### config.mk
export PLATFORM = sky130hd
export DESIGN_NAME = pwr_recovery_ctrl
export DESIGN_NICKNAME = d
export VERILOG_FILES = /design/src/rtl/prc_pkg.sv /design/src/rtl/prc_state_latch.sv /design/src/rtl/prc_recovery_pulse.sv /design/src/rtl/prc_btn_merge.sv /design/src/rtl/pwr_recovery_ctrl.sv
export SDC_FILE = /design/constraint.sdc
export NUM_CORES = 1
export LEC_CHECK = 0
export ABC_AREA = 1
export BUFFER_PORTS_ARGS = -buffer_cell sky130_fd_sc_hd__buf_4
export CORE_MARGIN = 1.5
export CORE_UTILIZATION = 30
export DETAILED_ROUTE_END_ITERATION = 10
export SYNTH_ARGS = -nofsm -noshare
export SYNTH_HDL_FRONTEND = slang
export SYNTH_SLANG_ARGS = --single-unit
### constraint.sdc
create_clock -name clk -period 1.65 [get_ports clk]
set_clock_uncertainty 0.1 [all_clocks]
set_input_delay 0.4125 -clock clk [delete_from_list [all_inputs] [get_ports clk]]
set_output_delay 0.4125 -clock clk [all_outputs]
set_load 0.01 [all_outputs]
### src/rtl/prc_pkg.sv
package prc_pkg;

  typedef enum logic [1:0] {
    POL_STAY_OFF  = 2'b00,
    POL_RESTORE_A = 2'b01,
    POL_RESTORE_B = 2'b10,
    POL_TURN_ON   = 2'b11
  } recov_policy_e;

  // Resolve the after-power-loss policy against the saved supply state.
  function automatic logic resolve_on(input logic [1:0] pol, input logic saved);
    case (pol)
      POL_STAY_OFF:  resolve_on = 1'b0;
      POL_TURN_ON:   resolve_on = 1'b1;
      default:       resolve_on = saved;
    endcase
  endfunction

endpackage

### src/rtl/prc_state_latch.sv
module prc_state_latch (
  input  logic clk,
  input  logic bat_rst_n,
  input  logic run,
  input  logic tick,
  input  logic freeze,
  input  logic supply_on,
  output logic prev_on
);

  logic sample_en;
  assign sample_en = run & tick & ~freeze;

  always_ff @(posedge clk or negedge bat_rst_n) begin
    if (!bat_rst_n)     prev_on <= 1'b0;
    else if (sample_en) prev_on <= supply_on;
  end

  // once the failure flag is seen, the saved state must not move
  p_hold_on_fail_r8: assert property (@(posedge clk) disable iff (!bat_rst_n)
    $past(freeze) |-> $stable(prev_on))
    else $error("saved state changed during power failure");

endmodule

### src/rtl/prc_recovery_pulse.sv
module prc_recovery_pulse
  import prc_pkg::*;
#(
  parameter int PULSE_TICKS = 512
) (
  input  logic       clk,
  input  logic       rst_n,
  input  logic       tick,
  input  logic [1:0] policy,
  input  logic       saved_on,
  output logic       pulse
);

  localparam int CNT_W = (PULSE_TICKS > 1) ? $clog2(PULSE_TICKS) : 1;
  localparam logic [CNT_W-1:0] LAST = CNT_W'(PULSE_TICKS - 1);

  logic             armed;
  logic [CNT_W-1:0] cnt;

  always_ff @(posedge clk or negedge rst_n) begin
    if (!rst_n) begin
      armed <= 1'b1;
      pulse <= 1'b0;
      cnt   <= '0;
    end else if (armed) begin
      armed <= 1'b0;
      pulse <= resolve_on(policy, saved_on);
      cnt   <= '0;
    end else if (pulse && tick) begin
      if (cnt == LAST) pulse <= 1'b0;
      else             cnt   <= cnt + 1'b1;
    end
  end

  // the pulse may only start on the edge that consumes the arm flag
  p_single_shot_r7: assert property (@(posedge clk) disable iff (!rst_n)
    $rose(pulse) |-> $past(armed))
    else $error("recovery pulse restarted without a reset release");

  // the pulse ends only on a sampled tick
  p_end_on_tick_r4: assert property (@(posedge clk) disable iff (!rst_n)
    $fell(pulse) |-> $past(tick))
    else $error("recovery pulse ended without a tick");

  // the stay-off policy never launches a pulse
  p_off_no_pulse_r5: assert property (@(posedge clk) disable iff (!rst_n)
    $rose(pulse) |-> ($past(policy) != POL_STAY_OFF))
    else $error("recovery pulse under stay-off policy");

  // counter never passes the configured length while active
  p_cnt_bound_r4: assert property (@(posedge clk) disable iff (!rst_n)
    pulse |-> (cnt <= LAST))
    else $error("pulse counter out of range");

endmodule

### src/rtl/prc_btn_merge.sv
module prc_btn_merge #(
  parameter int N_SRC = 3
) (
  input  logic [N_SRC-1:0] req_n,
  input  logic [N_SRC-1:0] req_en,
  output logic             btn_out_n
);

  logic [N_SRC-1:0] active;

  for (genvar i = 0; i < N_SRC; i++) begin : g_src
    assign active[i] = req_en[i] & ~req_n[i];
  end

  assign btn_out_n = ~(|active);

endmodule

### src/rtl/pwr_recovery_ctrl.sv
module pwr_recovery_ctrl #(
  parameter int TICK_HZ    = 1024,
  parameter int PULSE_MS   = 500,
  parameter int OVERRIDE_S = 4
) (
  input  logic       clk,
  input  logic       rst_n,
  input  logic       bat_rst_n,
  input  logic       tick,
  input  logic [1:0] policy,
  input  logic       pwr_fail,
  input  logic       slp_req,
  input  logic       btn_in_n,
  input  logic       btn_en,
  input  logic       kbd_req_n,
  input  logic       kbd_en,
  output logic       btn_out_n,
  output logic       supply_on,
  output logic       prev_on
);

  localparam int PULSE_TICKS = (TICK_HZ * PULSE_MS) / 1000;
  localparam int OVR_TICKS   = TICK_HZ * OVERRIDE_S;

  if (PULSE_TICKS < 1 || PULSE_TICKS >= OVR_TICKS) begin : g_bad_len
    $error("recovery pulse length must be nonzero and shorter than the override time");
  end

  logic rec_pulse;

  assign supply_on = ~slp_req;

  prc_state_latch u_latch (
    .clk       (clk),
    .bat_rst_n (bat_rst_n),
    .run       (rst_n),
    .tick      (tick),
    .freeze    (pwr_fail),
    .supply_on (supply_on),
    .prev_on   (prev_on)
  );

  prc_recovery_pulse #(.PULSE_TICKS(PULSE_TICKS)) u_pulse (
    .clk      (clk),
    .rst_n    (rst_n),
    .tick     (tick),
    .policy   (policy),
    .saved_on (prev_on),
    .pulse    (rec_pulse)
  );

  prc_btn_merge #(.N_SRC(3)) u_merge (
    .req_n     ({~rec_pulse, kbd_req_n, btn_in_n}),
    .req_en    ({1'b1, kbd_en, btn_en}),
    .btn_out_n (btn_out_n)
  );

  // no recovery request can be pending during standby reset
  p_quiet_in_reset_r10: assert property (@(posedge clk)
    (!rst_n && btn_in_n && kbd_req_n) |-> btn_out_n)
    else $error("button output low during reset without a live request");

endmodule

* Word level (Yosys, flattened, before mapping) *
Cells that the tools add are included.

storage, ports and cells
  register bits after elaboration = 12
  latch bits = 0
  memory bits (writable) = 0
  bits in read-only memories = 0
  input port bits = 12
  output and inout bits = 3
  word-level logic and storage cells = 31
  memories = 0

operators by class
  add/sub/neg operators = 1
  $mul = 0
  div/mod/pow operators = 0
  $lt $le $gt $ge = 0
  equal/unequal tests = 3
  shift operators = 0
  mux-type cells = 7
  bitwise gates (word level) = 9
  reductions and logical operators = 7

operators with widths
  operator             number
  $mux 9               3
  $add 9x1->9 const B  1
  $eq 9x9->1 const B   1
  $not 1->1            5
  $and 1x1->1          4
  $reduce_and 2->1     2
  $reduce_bool 2->1    2
  $mux 1               3
  $reduce_or 3->1      1
  $eq 2x2->1 const B   1
  $logic_not 2->1      1
  $ne 2x1->1 const B   1
  $pmux 1 s2           1
  $logic_and 1x1->1    1

* Longest topological paths before layout *
Gate-level depths: netlist (run 1).

  depth in word-level cells = 4
  gate-level depth with buffers = 12
  gate-level depth less buffers = 12

* Hierarchy *
Synthesis (run 1) repeated with hierarchy kept, for this count alone.

unflattened totals
  cell total of the unflattened synthesis = 86
  area total of the unflattened synthesis = 671.9 sq um

by module, submodules not included
  module              times used  cells an instance  area an instance (sq um)  sequential area each (sq um)
  prc_recovery_pulse  1           69                 583.1                     276.5
  prc_state_latch     1           6                  47.5                      25.0
  prc_btn_merge       1           8                  30.0                      0.0
  pwr_recovery_ctrl   1           3                  11.3                      0.0

* Least setup slack after synthesis (run 1) *
No wires, ideal clock.

  kind = register to register
  start point = reg u_pulse.cnt[0]
  end point = reg u_pulse.cnt[7]
  arrival = 1,561 ps
  data required time = 1,479 ps
  slack = -83 ps
  stages on the path, launching flop included = 13
  path buffers = 0
  cell sequence = dfrtp_1 -> ha_1 -> nand2_1 -> nor2_1 -> and3_1 -> ha_1 -> inv_2 -> nand3_2 -> nand2_4 -> inv_2 -> nor2_1 -> nor2_1 -> nor2_1

between the ends
  word-level cells in the longest chain between the ends = 4

ends and longest elaborated chain
  element                 RTL line                  RTL
  start, declared         prc_recovery_pulse.sv:18  logic [CNT_W-1:0] cnt;
  start signal, assigned  prc_recovery_pulse.sv:31  else cnt <= cnt + 1'b1;
  $add 9x1->9             prc_recovery_pulse.sv:31
  $mux 9                  prc_recovery_pulse.sv:30  if (cnt == LAST) pulse <= 1'b0;
  $mux 9                  prc_recovery_pulse.sv:29  end else if (pulse && tick) begin
  $mux 9                  prc_recovery_pulse.sv:25  end else if (armed) begin

Several ways; a longest one is shown, not always the timed one. The select of a mux whose other input is x is not followed.
A chain may end at the register's enable or synchronous reset.

* Final worst setup path (run 1) *
  start point = reg u_pulse.cnt[1]
  end point = reg u_pulse.cnt[7]

Same word-level chain as after synthesis.

==> results of run 1 <==
==> cells by family (layout without fill, tap and decap cells) <==
group | Yosys count | in the layout
other cells | 1 | 1
mux | 1 | 1
fa+ha+maj | 3 | 3
buf+inv | 14 | 44
simple gates | 43 | 44
flops | 12 | 12
compound gates | 10 | 10
==> final timing paths <==
kind | from | endpoint | slack [ns] | cells past startpoint
max | u_pulse.cnt[1] | u_pulse.cnt[7] | -0.07 | 12
min | slp_req | u_latch.prev_on | 0.23 | 2
max reg2reg | u_pulse.cnt[1] | u_pulse.cnt[7] | -0.07 | 12
min reg2reg | u_pulse.cnt[8] | u_pulse.cnt[8] | 0.40 | 2
max in group asynchronous | rst_n | u_pulse.armed | 0.81 | 2
min in group asynchronous | bat_rst_n | u_latch.prev_on | 0.36 | 2
==> flip-flops by register name (all words and copies together), names as in the netlist <==
signal and flops:
u_pulse.armed 1, u_pulse.cnt 9, u_pulse.pulse 1, u_latch.prev_on 1
==> routing by layer <==
metal | wire length (um) | up-vias | track usage, %
met5 | 0 | - | 0
met4 | 10 | 0 | 6.306
met3 | 24 | 2 | 3.869
met2 | 741 | 5 | 21.71
met1 | 720 | 287 | 18.47
li1 | - | 336 | -
==> metrics by stage <==
stage | total power, mW | util (%) | TNS, ns
3_5_place_dp | 0.4233 | 42.71 | -0.4044
4_1_cts | 0.6806 | 46.63 | -0.2827
3_3_place_gp | 0.4214 | 42.71 | -0.2598
5_1_grt | 0.7189 | 48.10 | -1.153
2_1_floorplan | 0.3691 | - | -0.01877
6_report | 0.6809 | 48.10 | -0.2161
==> timing repair <==
| item | CTS | global route |
|---|---|---|
| endpoints found under the hold margin | 11 | 0 |
| pin swaps | 6 | 3 |
| hold buffers | 2 | 0 |
| cloned | 1 | 0 |
| setup endpoints to repair | 8 | 11 |
| resized for setup | 3 | 3 |
| setup buffers | 1 | 3 |
==> where the power goes <==
group          switching [mW]  internal (mW)
sequential            0.00715          0.307
clock                   0.107          0.134
combinational          0.0620         0.0639
total                   0.176          0.505
==> cell type report <==
| type | count | area (um2) |
|---|---|---|
| clock buffers | 4 | 36.28 |
| inverters | 13 | 51.30 |
| multi-input cells | 59 | 351.6 |
| repair buffers | 27 | 207.7 |
| flip-flops and latches | 12 | 301.5 |
| well taps | 27 | 33.78 |
| fillers | 205 | 1060 |
==> critical path, cell delays in order, from the launching register on <==
cell     delay (ns)
dfrtp_1        0.37
ha_2           0.19
nand2_2        0.06
nor2_2         0.09
and3_1         0.16
ha_2           0.18
inv_2          0.05
nand3_4        0.07
nand2_4        0.09
inv_4          0.10
nor2_2         0.04
nor2_1         0.08
nor2_1         0.05
==> cells in the final DEF (no fill, tap or decap), types with 2 or more instances in the layout <==
| cell | synthesis | final |
|---|---|---|
| a21oi_1 | 3 | 3 |
| buf_4 | 0 | 25 |
| clkbuf_4 | 0 | 3 |
| dfrtp_1 | 11 | 11 |
| dlygate4sd3_1 | 0 | 2 |
| ha_2 | 0 | 2 |
| inv_1 | 10 | 10 |
| nand2_1 | 17 | 16 |
| nand2_2 | 1 | 3 |
| nand3_1 | 8 | 7 |
| nand3b_1 | 2 | 2 |
| nand4_1 | 2 | 2 |
| nor2_1 | 8 | 6 |
| nor2_2 | 1 | 3 |
| o21ai_0 | 5 | 3 |
| o21ai_1 | 0 | 2 |
==> flow_summary.json, run 1 <==
{
  "status": "finished, violations left",
  "violations": "setup timing",
  "rows": 16,
  "setup_viol": 4,
  "max_freq_ghz": 0.5802,
  "initial_core_util_pct": 33.09,
  "peakVddDrop_v": 0.0004200,
  "netlist_area_um2": 675.6,
  "synth_area_leaders": "dfrtp_1 (41%), nand2_1 (9.4%), nand3_1 (5.9%), ha_1 (5.6%), inv_1 (5.6%)",
  "overflow": 0,
  "hp-class": "in2reg",
  "synthAdderAreaFrac_pct": 5.556,
  "yosysTopAreaCellShare_pct": 40.74,
  "portBuffers": 14,
  "synth_mux_area_share_pct": 1.481,
  "cts.sinks": 12,
  "stdcell_area_um2": 982.2,
  "die_x_um": 50.46,
  "dp_cells": 131,
  "powerDensity_nw_per_um2": 693.2,
  "synth_top_family_by_area": "simple AND/OR/NAND/NOR gates",
  "viasPerCell": 4.437,
  "clkSlewWorstSetupHoldPaths_ns": 0.08,
  "ys_types": 24,
  "hold_slack_ns": 0.2337,
  "clk_latency_ns": 0.27,
  "synth_flop_cell": "dfrtp_1",
  "cts_buffers": 3,
  "postSynthNetCount": 99,
  "gp_congestion": 0.7642,
  "avgSynthCellArea_um2": 8.043,
  "slew_viol_final": 0,
  "finalNonFillerCells": 142,
  "clock_path_buffers": 2,
  "rsz0062_at_grt": "yes",
  "timing.final.crit_period_ns": 1.723,
  "hold_viol_final": 0,
  "synth_seq_area_share_pct": 44.63,
  "antenna_found_initial": 0,
  "critPathKind": "reg2reg",
  "path_max_fanout": 5,
  "placement.cell_area_um2": 872.1,
  "wl_um": 1496,
  "first_pass_iters": 4,
  "arrival_ns": 1.79,
  "grt_first_pass_wirelength_um": 2711,
  "antenna_left": 0,
  "diodes": 0,
  "die_h_um": 50.46,
  "synthXorXnorAreaFrac_pct": 0,
  "die_area_um2": 2546,
  "dp_hpwl_um": 1044,
  "synth_largest_area_cell": "dfrtp_1",
  "synth_common_cells": "nand2_1 (17), dfrtp_1 (11), inv_1 (10)",
  "dr.first_iter.drc_count": 10,
  "synth_edf_count": 0,
  "root_buffer": "clkbuf_4",
  "cap_violations": 0,
  "track_usage_pct": 14.13,
  "synth-seq-cells": 12,
  "vias": 630,
  "dpl_worst_slack_ns": -0.1311,
  "synthToLayoutAreaGrowth_pct": 45.37,
  "cts_tree": "yes",
  "grt_pass1_vias": 634,
  "worstPathRequired_ns": 1.72,
  "ys_warn_count": 0,
  "fin_nets": 131,
  "coreArea_um2": 2042,
  "startpoint_type": "flop",
  "async_flop_share_pct": 100.0,
  "h-tree-depth": 1,
  "crit_path_end_kind": "flop",
  "wl_per_cell_um": 10.54,
  "drc": 0,
  "synth_cells": 84,
  "drive_gt1_share_pct": 38.26,
  "p_leak_nw": 0.4932,
  "synthSimpleGateAreaFrac_pct": 31.48,
  "fin_crit_sh_pct": 104.5,
  "synth_compound_area_share_pct": 8.333,
  "ioPinCount": 15,
  "fin_ws_ns": -0.07343,
  "grt_max_degree": 14,
  "yosysMostFrequentCell": "nand2_1"
}
Note: power is estimated with default switching activity, not from simulation.
==> run 2: changes to the inputs <==
--- a/config.mk
+++ b/config.mk
@@ -7,9 +7,13 @@
 export LEC_CHECK = 0
 export ABC_AREA = 1
 export BUFFER_PORTS_ARGS = -buffer_cell sky130_fd_sc_hd__buf_4
+export CELL_PAD_IN_SITES_DETAIL_PLACEMENT = 1
+export CELL_PAD_IN_SITES_GLOBAL_PLACEMENT = 2
+export CORE_ASPECT_RATIO = 0.5
 export CORE_MARGIN = 1.5
-export CORE_UTILIZATION = 30
+export CORE_UTILIZATION = 26
 export DETAILED_ROUTE_END_ITERATION = 10
+export PLACE_DENSITY_LB_ADDON = 0.1
 export SYNTH_ARGS = -nofsm -noshare
 export SYNTH_HDL_FRONTEND = slang
 export SYNTH_SLANG_ARGS = --single-unit
==> run 2 against run 1 <==
The run still ends with setup timing left; clock power grew 20%; global-route usage grew 2.2 points; non-clock buffer count up 4; die area grew 15%; maximum frequency is 2.7% lower; combinational power down 5%; register-to-register slack worse by 0.05 ns; largest cell class unchanged; highest routed layer unchanged.
==> flow_summary.json, run 2 (same netlist as run 1, synthesis figures left out) <==
{
  "rr_startpoint": "u_pulse.cnt[1]",
  "min_from": "slp_req",
  "layout_commonest_cell": "buf_4",
  "max_freq_ghz": 0.5645,
  "hold_viol_final": 0,
  "root_buffer": "clkbuf_8",
  "placement.cell_area_um2": 897.1,
  "dp_cells": 141,
  "cts.sinks": 12,
  "arrival_ns": 1.80,
  "antenna_left": 0,
  "fin_ws_ns": -0.1215,
  "synthToLayoutAreaGrowth_pct": 56.30,
  "grt_max_degree": 14,
  "timing.final.crit_period_ns": 1.771,
  "cp-startpoint": "u_pulse.cnt[1]",
  "grt_first_pass_wirelength_um": 3312,
  "stdcell_area_um2": 1056,
  "clock_path_buffers": 2,
  "cap_violations": 0,
  "coreArea_um2": 2327,
  "finalNonFillerCells": 154,
  "slew_viol_final": 0,
  "die_area_um2": 2932,
  "endpoint": "u_pulse.cnt[7]",
  "dr.first_iter.drc_count": 11,
  "path_max_fanout": 5,
  "rsz0062_at_grt": "yes",
  "fin_crit_sh_pct": 107.4,
  "die_x_um": 75.09,
  "wl_um": 2013,
  "first_pass_iters": 3,
  "regMostFlops": "u_pulse.cnt",
  "wl_per_cell_um": 13.07,
  "drc": 0,
  "reg2reg_slack_ns": -0.12,
  "peakVddDrop_v": 0.0003749,
  "layout_common_cells": "buf_4 (29), nand2_1 (14), inv_1 (10), dfrtp_1 (10), nand3_1 (7)",
  "cts_tree": "yes",
  "ioPinCount": 15,
  "utilization_pct": 45.38,
  "antenna_found_initial": 0,
  "h-tree-depth": 1,
  "die_h_um": 39.05,
  "fill_cells": 286,
  "portBuffers": 14,
  "grt_pass1_vias": 739,
  "r2r_end": "u_pulse.cnt[7]",
  "cts_buffers": 3,
  "p_leak_nw": 0.5130,
  "dp_hpwl_um": 1466,
  "viasPerCell": 4.409,
  "crit_path_end_kind": "flop",
  "largest_reg_flops": 9,
  "vias": 679,
  "powerDensity_nw_per_um2": 688.8,
  "multi_input_area_um2": 375.4,
  "clk_latency_ns": 0.25,
  "hp-class": "in2reg",
  "drive_gt1_share_pct": 43.70,
  "hold_slack_ns": 0.2629,
  "clkSlewWorstSetupHoldPaths_ns": 0.06,
  "setup_viol": 10,
  "worstPathRequired_ns": 1.68,
  "violations": "setup timing",
  "critPathKind": "reg2reg",
  "seqCellArea_um2": 302.8,
  "track_usage_pct": 16.28,
  "status": "finished, violations left",
  "reg2reg_depth": 12,
  "overflow": 0,
  "fin_nets": 135,
  "rows": 12,
  "diodes": 0,
  "dpl_worst_slack_ns": -0.2154,
  "startpoint_type": "flop",
  "initial_core_util_pct": 29.03,
  "gp_congestion": 0.7443
}
run 2: critical path, cell delays in order, from the launching register on:
cell and delay [ns]:
dfrtp_1 0.37, ha_2 0.20, nand2_2 0.06, nor2_2 0.10
and3_4 0.22, ha_4 0.15, inv_4 0.04, nand3_4 0.07
nand2_4 0.07, inv_2 0.07, nor2_1 0.04, nor2_1 0.10
nor2_2 0.06
run 2: how the worst min path moves through the flow:
stage / endpoint / slack [ns] / cells after the start
after floorplan: u_latch.prev_on / 0.02 / 0
after global placement: u_latch.prev_on / 0.09 / 1
after detailed placement: u_latch.prev_on / 0.09 / 1
after CTS: u_latch.prev_on / 0.27 / 2
after global routing: u_latch.prev_on / 0.27 / 2
final: u_latch.prev_on / 0.26 / 2
run 2: cell type report:
class,count,share of cell area (%)
Clock buffer,4,4.265
Multi-Input combinational cell,59,35.55
Sequential cell,12,28.67
Timing Repair Buffer,31,22.51
Inverter,13,4.858
Tap cell,35,4.147
run 2: power breakdown:
group	switching, mW	internal, mW	total [mW]	leakage (nW)
registers	0.0113	0.308	0.320	0.160
clock network	0.118	0.171	0.288	0.0228
logic	0.0602	0.0593	0.120	0.330
run 2: through the flow:
step                setup TNS, ns  total power [mW]
floorplan                -0.01877            0.3691
global placement          -0.5610            0.4230
detailed placement         -1.064            0.4276
CTS                       -0.9078            0.7422
global route               -1.969            0.7771
finish                    -0.8662            0.7274
run 2: metal layers:
| layer | global-route usage [%] | wire, um | up-vias |
|---|---|---|---|
| met1 | 17.57 | 900 | 318 |
| li1 | - | - | 342 |
| met4 | 2.727 | 7 | 0 |
| met2 | 30.97 | 960 | 17 |
| met5 | 0 | 0 | - |
| met3 | 6.510 | 144 | 2 |
run 2: timing repair:
action,in CTS,in global routing
pin swaps,9,2
hold buffers,2,0
gates resized for setup,10,3
cloned,1,0
endpoints found under the hold margin,11,0
setup buffers,5,1
setup endpoints to repair,10,11
==> run 3: changes to the inputs <==
--- a/config.mk
+++ b/config.mk
@@ -13,7 +13,7 @@
 export CORE_MARGIN = 1.5
 export CORE_UTILIZATION = 26
 export DETAILED_ROUTE_END_ITERATION = 10
-export PLACE_DENSITY_LB_ADDON = 0.1
+export PLACE_DENSITY = 0.82
 export SYNTH_ARGS = -nofsm -noshare
 export SYNTH_HDL_FRONTEND = slang
 export SYNTH_SLANG_ARGS = --single-unit
==> run 3 against run 2 <==
The flow still finishes with violations (setup timing); global-route usage grew 0.23 points; highest routed layer unchanged; worst hold slack got worse by 0.0034 ns; sequential power about the same; critical path type unchanged; die area is the same; utilization grew 0.32 points; clock power up 2%; wire length shrank 0.30%; sequential share of layout area fell by 0.32 points; setup slack got worse by 0.0083 ns; critical path depth unchanged.
==> flow_summary.json, run 3 (same netlist as run 1, synthesis figures left out) <==
{
  "status": "finished, violations left",
  "violations": "setup timing",
  "die_area_um2": 2932,
  "die_h_um": 39.05,
  "critical_path.most_common_cell": "nor2_1",
  "worstHoldPathCells": 2,
  "combPwrFrac_pct": 16.5,
  "critPathKind": "reg2reg",
  "power.total_mw": 0.7332,
  "p_leak_nw": 0.5134,
  "fin_ws_ns": -0.1298,
  "first_pass_iters": 3,
  "dr.first_iter.drc_count": 11,
  "min_from": "slp_req",
  "synthToLayoutAreaGrowth_pct": 57.41,
  "antenna_left": 0,
  "worstPathRequired_ns": 1.74,
  "antenna_found_initial": 0,
  "wl_um": 2007,
  "hp-class": "in2reg",
  "crit_slowest_cell": "dfrtp_1",
  "pwr-share-seq_pct": 43.5,
  "cts_tree": "yes",
  "slew_viol_final": 0,
  "cp_slowest_stage_delay_ns": 0.38,
  "cts_buffers": 3,
  "peakVddDrop_v": 0.0004564,
  "rr_startpoint": "u_pulse.cnt[0]",
  "track_usage_pct": 16.51,
  "portBuffers": 14,
  "wl_per_cell_um": 12.95,
  "grt_max_degree": 14,
  "reg2reg_slack_ns": -0.13,
  "critical_path_depth": 12,
  "powerDensity_nw_per_um2": 689.4,
  "coreArea_um2": 2327,
  "initial_core_util_pct": 29.03,
  "diodes": 0,
  "h-tree-depth": 1,
  "p_int_mw": 0.5391,
  "viasPerCell": 4.484,
  "sw_frac_of_total_pct": 26.47,
  "fin_crit_sh_pct": 107.9,
  "reg2reg_depth": 12,
  "clk_latency_ns": 0.25,
  "rows": 12,
  "cts.sinks": 12,
  "dp_hpwl_um": 1345,
  "grt_first_pass_wirelength_um": 3215,
  "vias": 695,
  "ioPinCount": 15,
  "gp_congestion": 0.7414,
  "root_buffer": "clkbuf_8",
  "crit_path_end_kind": "flop",
  "max_freq_ghz": 0.5619,
  "crit_buf_inv": 2,
  "whs_endpoint": "u_latch.prev_on",
  "arrival_ns": 1.87,
  "largest_reg_flops": 9,
  "fin_nets": 136,
  "utilization_pct": 45.70,
  "rsz0062_at_grt": "yes",
  "crit_family": "simple AND/OR/NAND/NOR gates",
  "crit_path_cell_trace": "ha_2, nand2_2, nor2_4, and3_4, ha_4, inv_4, nand3_4, nand2_4, inv_4, nor2_1, nor2_1, nor2_1",
  "layout_common_cells": "buf_4 (30), nand2_1 (16), dfrtp_1 (11)",
  "grt_pass1_vias": 676,
  "clkSlewWorstSetupHoldPaths_ns": 0.06,
  "cap_violations": 0,
  "layout_commonest_cell": "buf_4",
  "power.clock.fraction_pct": 40.0,
  "drc": 0,
  "path_max_fanout": 5,
  "regMostFlops": "u_pulse.cnt",
  "setup_viol": 10,
  "clock_path_buffers": 2,
  "hold_viol_final": 0,
  "drive_gt1_share_pct": 40.83,
  "overflow": 0,
  "startpoint_type": "flop",
  "r2r_end": "u_pulse.cnt[7]",
  "die_x_um": 75.09,
  "p_switching_mw": 0.1941,
  "timing.final.crit_period_ns": 1.780
}
-- run 3: cell types whose count changed in the layout (fill, tap and decap cells not counted), sizes merged --
cell / previous run / this run
buf: 29 / 30
-- run 3: cell type report --
cell class / count / area (um2)
Timing Repair Buffer: 32 / 245.2
Clock buffer: 4 / 45.04
Sequential cell: 12 / 301.5
Fill cell: 293 / 1264
Inverter: 13 / 53.80
Multi-Input combinational cell: 59 / 374.1
Tap cell: 35 / 43.79
-- run 3: worst max path at each step --
stage              startpoint              to  slack (ns)
6_report       u_pulse.cnt[0]  u_pulse.cnt[7]       -0.13
5_1_grt        u_pulse.cnt[0]  u_pulse.cnt[7]       -0.24
4_1_cts        u_pulse.cnt[1]  u_pulse.cnt[7]       -0.11
3_5_place_dp   u_pulse.cnt[0]  u_pulse.cnt[7]       -0.14
3_3_place_gp   u_pulse.cnt[0]  u_pulse.cnt[7]       -0.10
2_1_floorplan  u_pulse.cnt[0]  u_pulse.cnt[7]       -0.02
-- run 3: routing by layer --
| layer | wire (um) | GRT usage, % | vias up |
|---|---|---|---|
| li1 | - | - | 345 |
| met1 | 907 | 18.35 | 333 |
| met2 | 972 | 28.10 | 13 |
| met3 | 79 | 5.729 | 4 |
| met4 | 47 | 9.545 | 0 |
| met5 | 0 | 0 | - |
-- run 3: what timing repair did --
item / CTS / global route
gates resized for setup: 6 / 5
pin swaps: 4 / 7
hold buffers: 2 / 0
buffers inserted: 2 / 2
hold endpoints to repair: 11 / 0
endpoints found under the setup margin: 10 / 10
gates cloned: 1 / 0
-- run 3: stage by stage --
step | TNS (ns) | worst slack, ns | instance area (um2) | cells | hold slack [ns]
4_1_cts | -0.8642 | -0.1148 | 1021 | 153 | 0.2522
3_3_place_gp | -0.5422 | -0.1033 | 919.6 | 144 | 0.09051
2_1_floorplan | -0.01877 | -0.01877 | 685.7 | 84 | 0.01691
3_5_place_dp | -0.7840 | -0.1374 | 919.6 | 144 | 0.09059
6_report | -0.8415 | -0.1298 | 1064 | 155 | 0.2595
5_1_grt | -1.822 | -0.2383 | 1064 | 155 | 0.2734
-- run 3: worst reg2reg max path, stage by stage (launching register included) --
cell     delay [ns]
dfrtp_1        0.38
ha_2           0.20
nand2_2        0.10
nor2_4         0.04
and3_4         0.18
ha_4           0.16
inv_4          0.06
nand3_4        0.08
nand2_4        0.13
inv_4          0.05
nor2_1         0.09
nor2_1         0.04
nor2_1         0.10
-- run 3: power by group through the flow --
stage	Sequential [mW]	Combinational [mW]	Clock (mW)
2_1_floorplan	0.323	0.0463	0
3_3_place_gp	0.323	0.105	0
3_5_place_dp	0.323	0.106	0
4_1_cts	0.319	0.121	0.303
5_1_grt	0.321	0.133	0.311
6_report	0.319	0.121	0.293
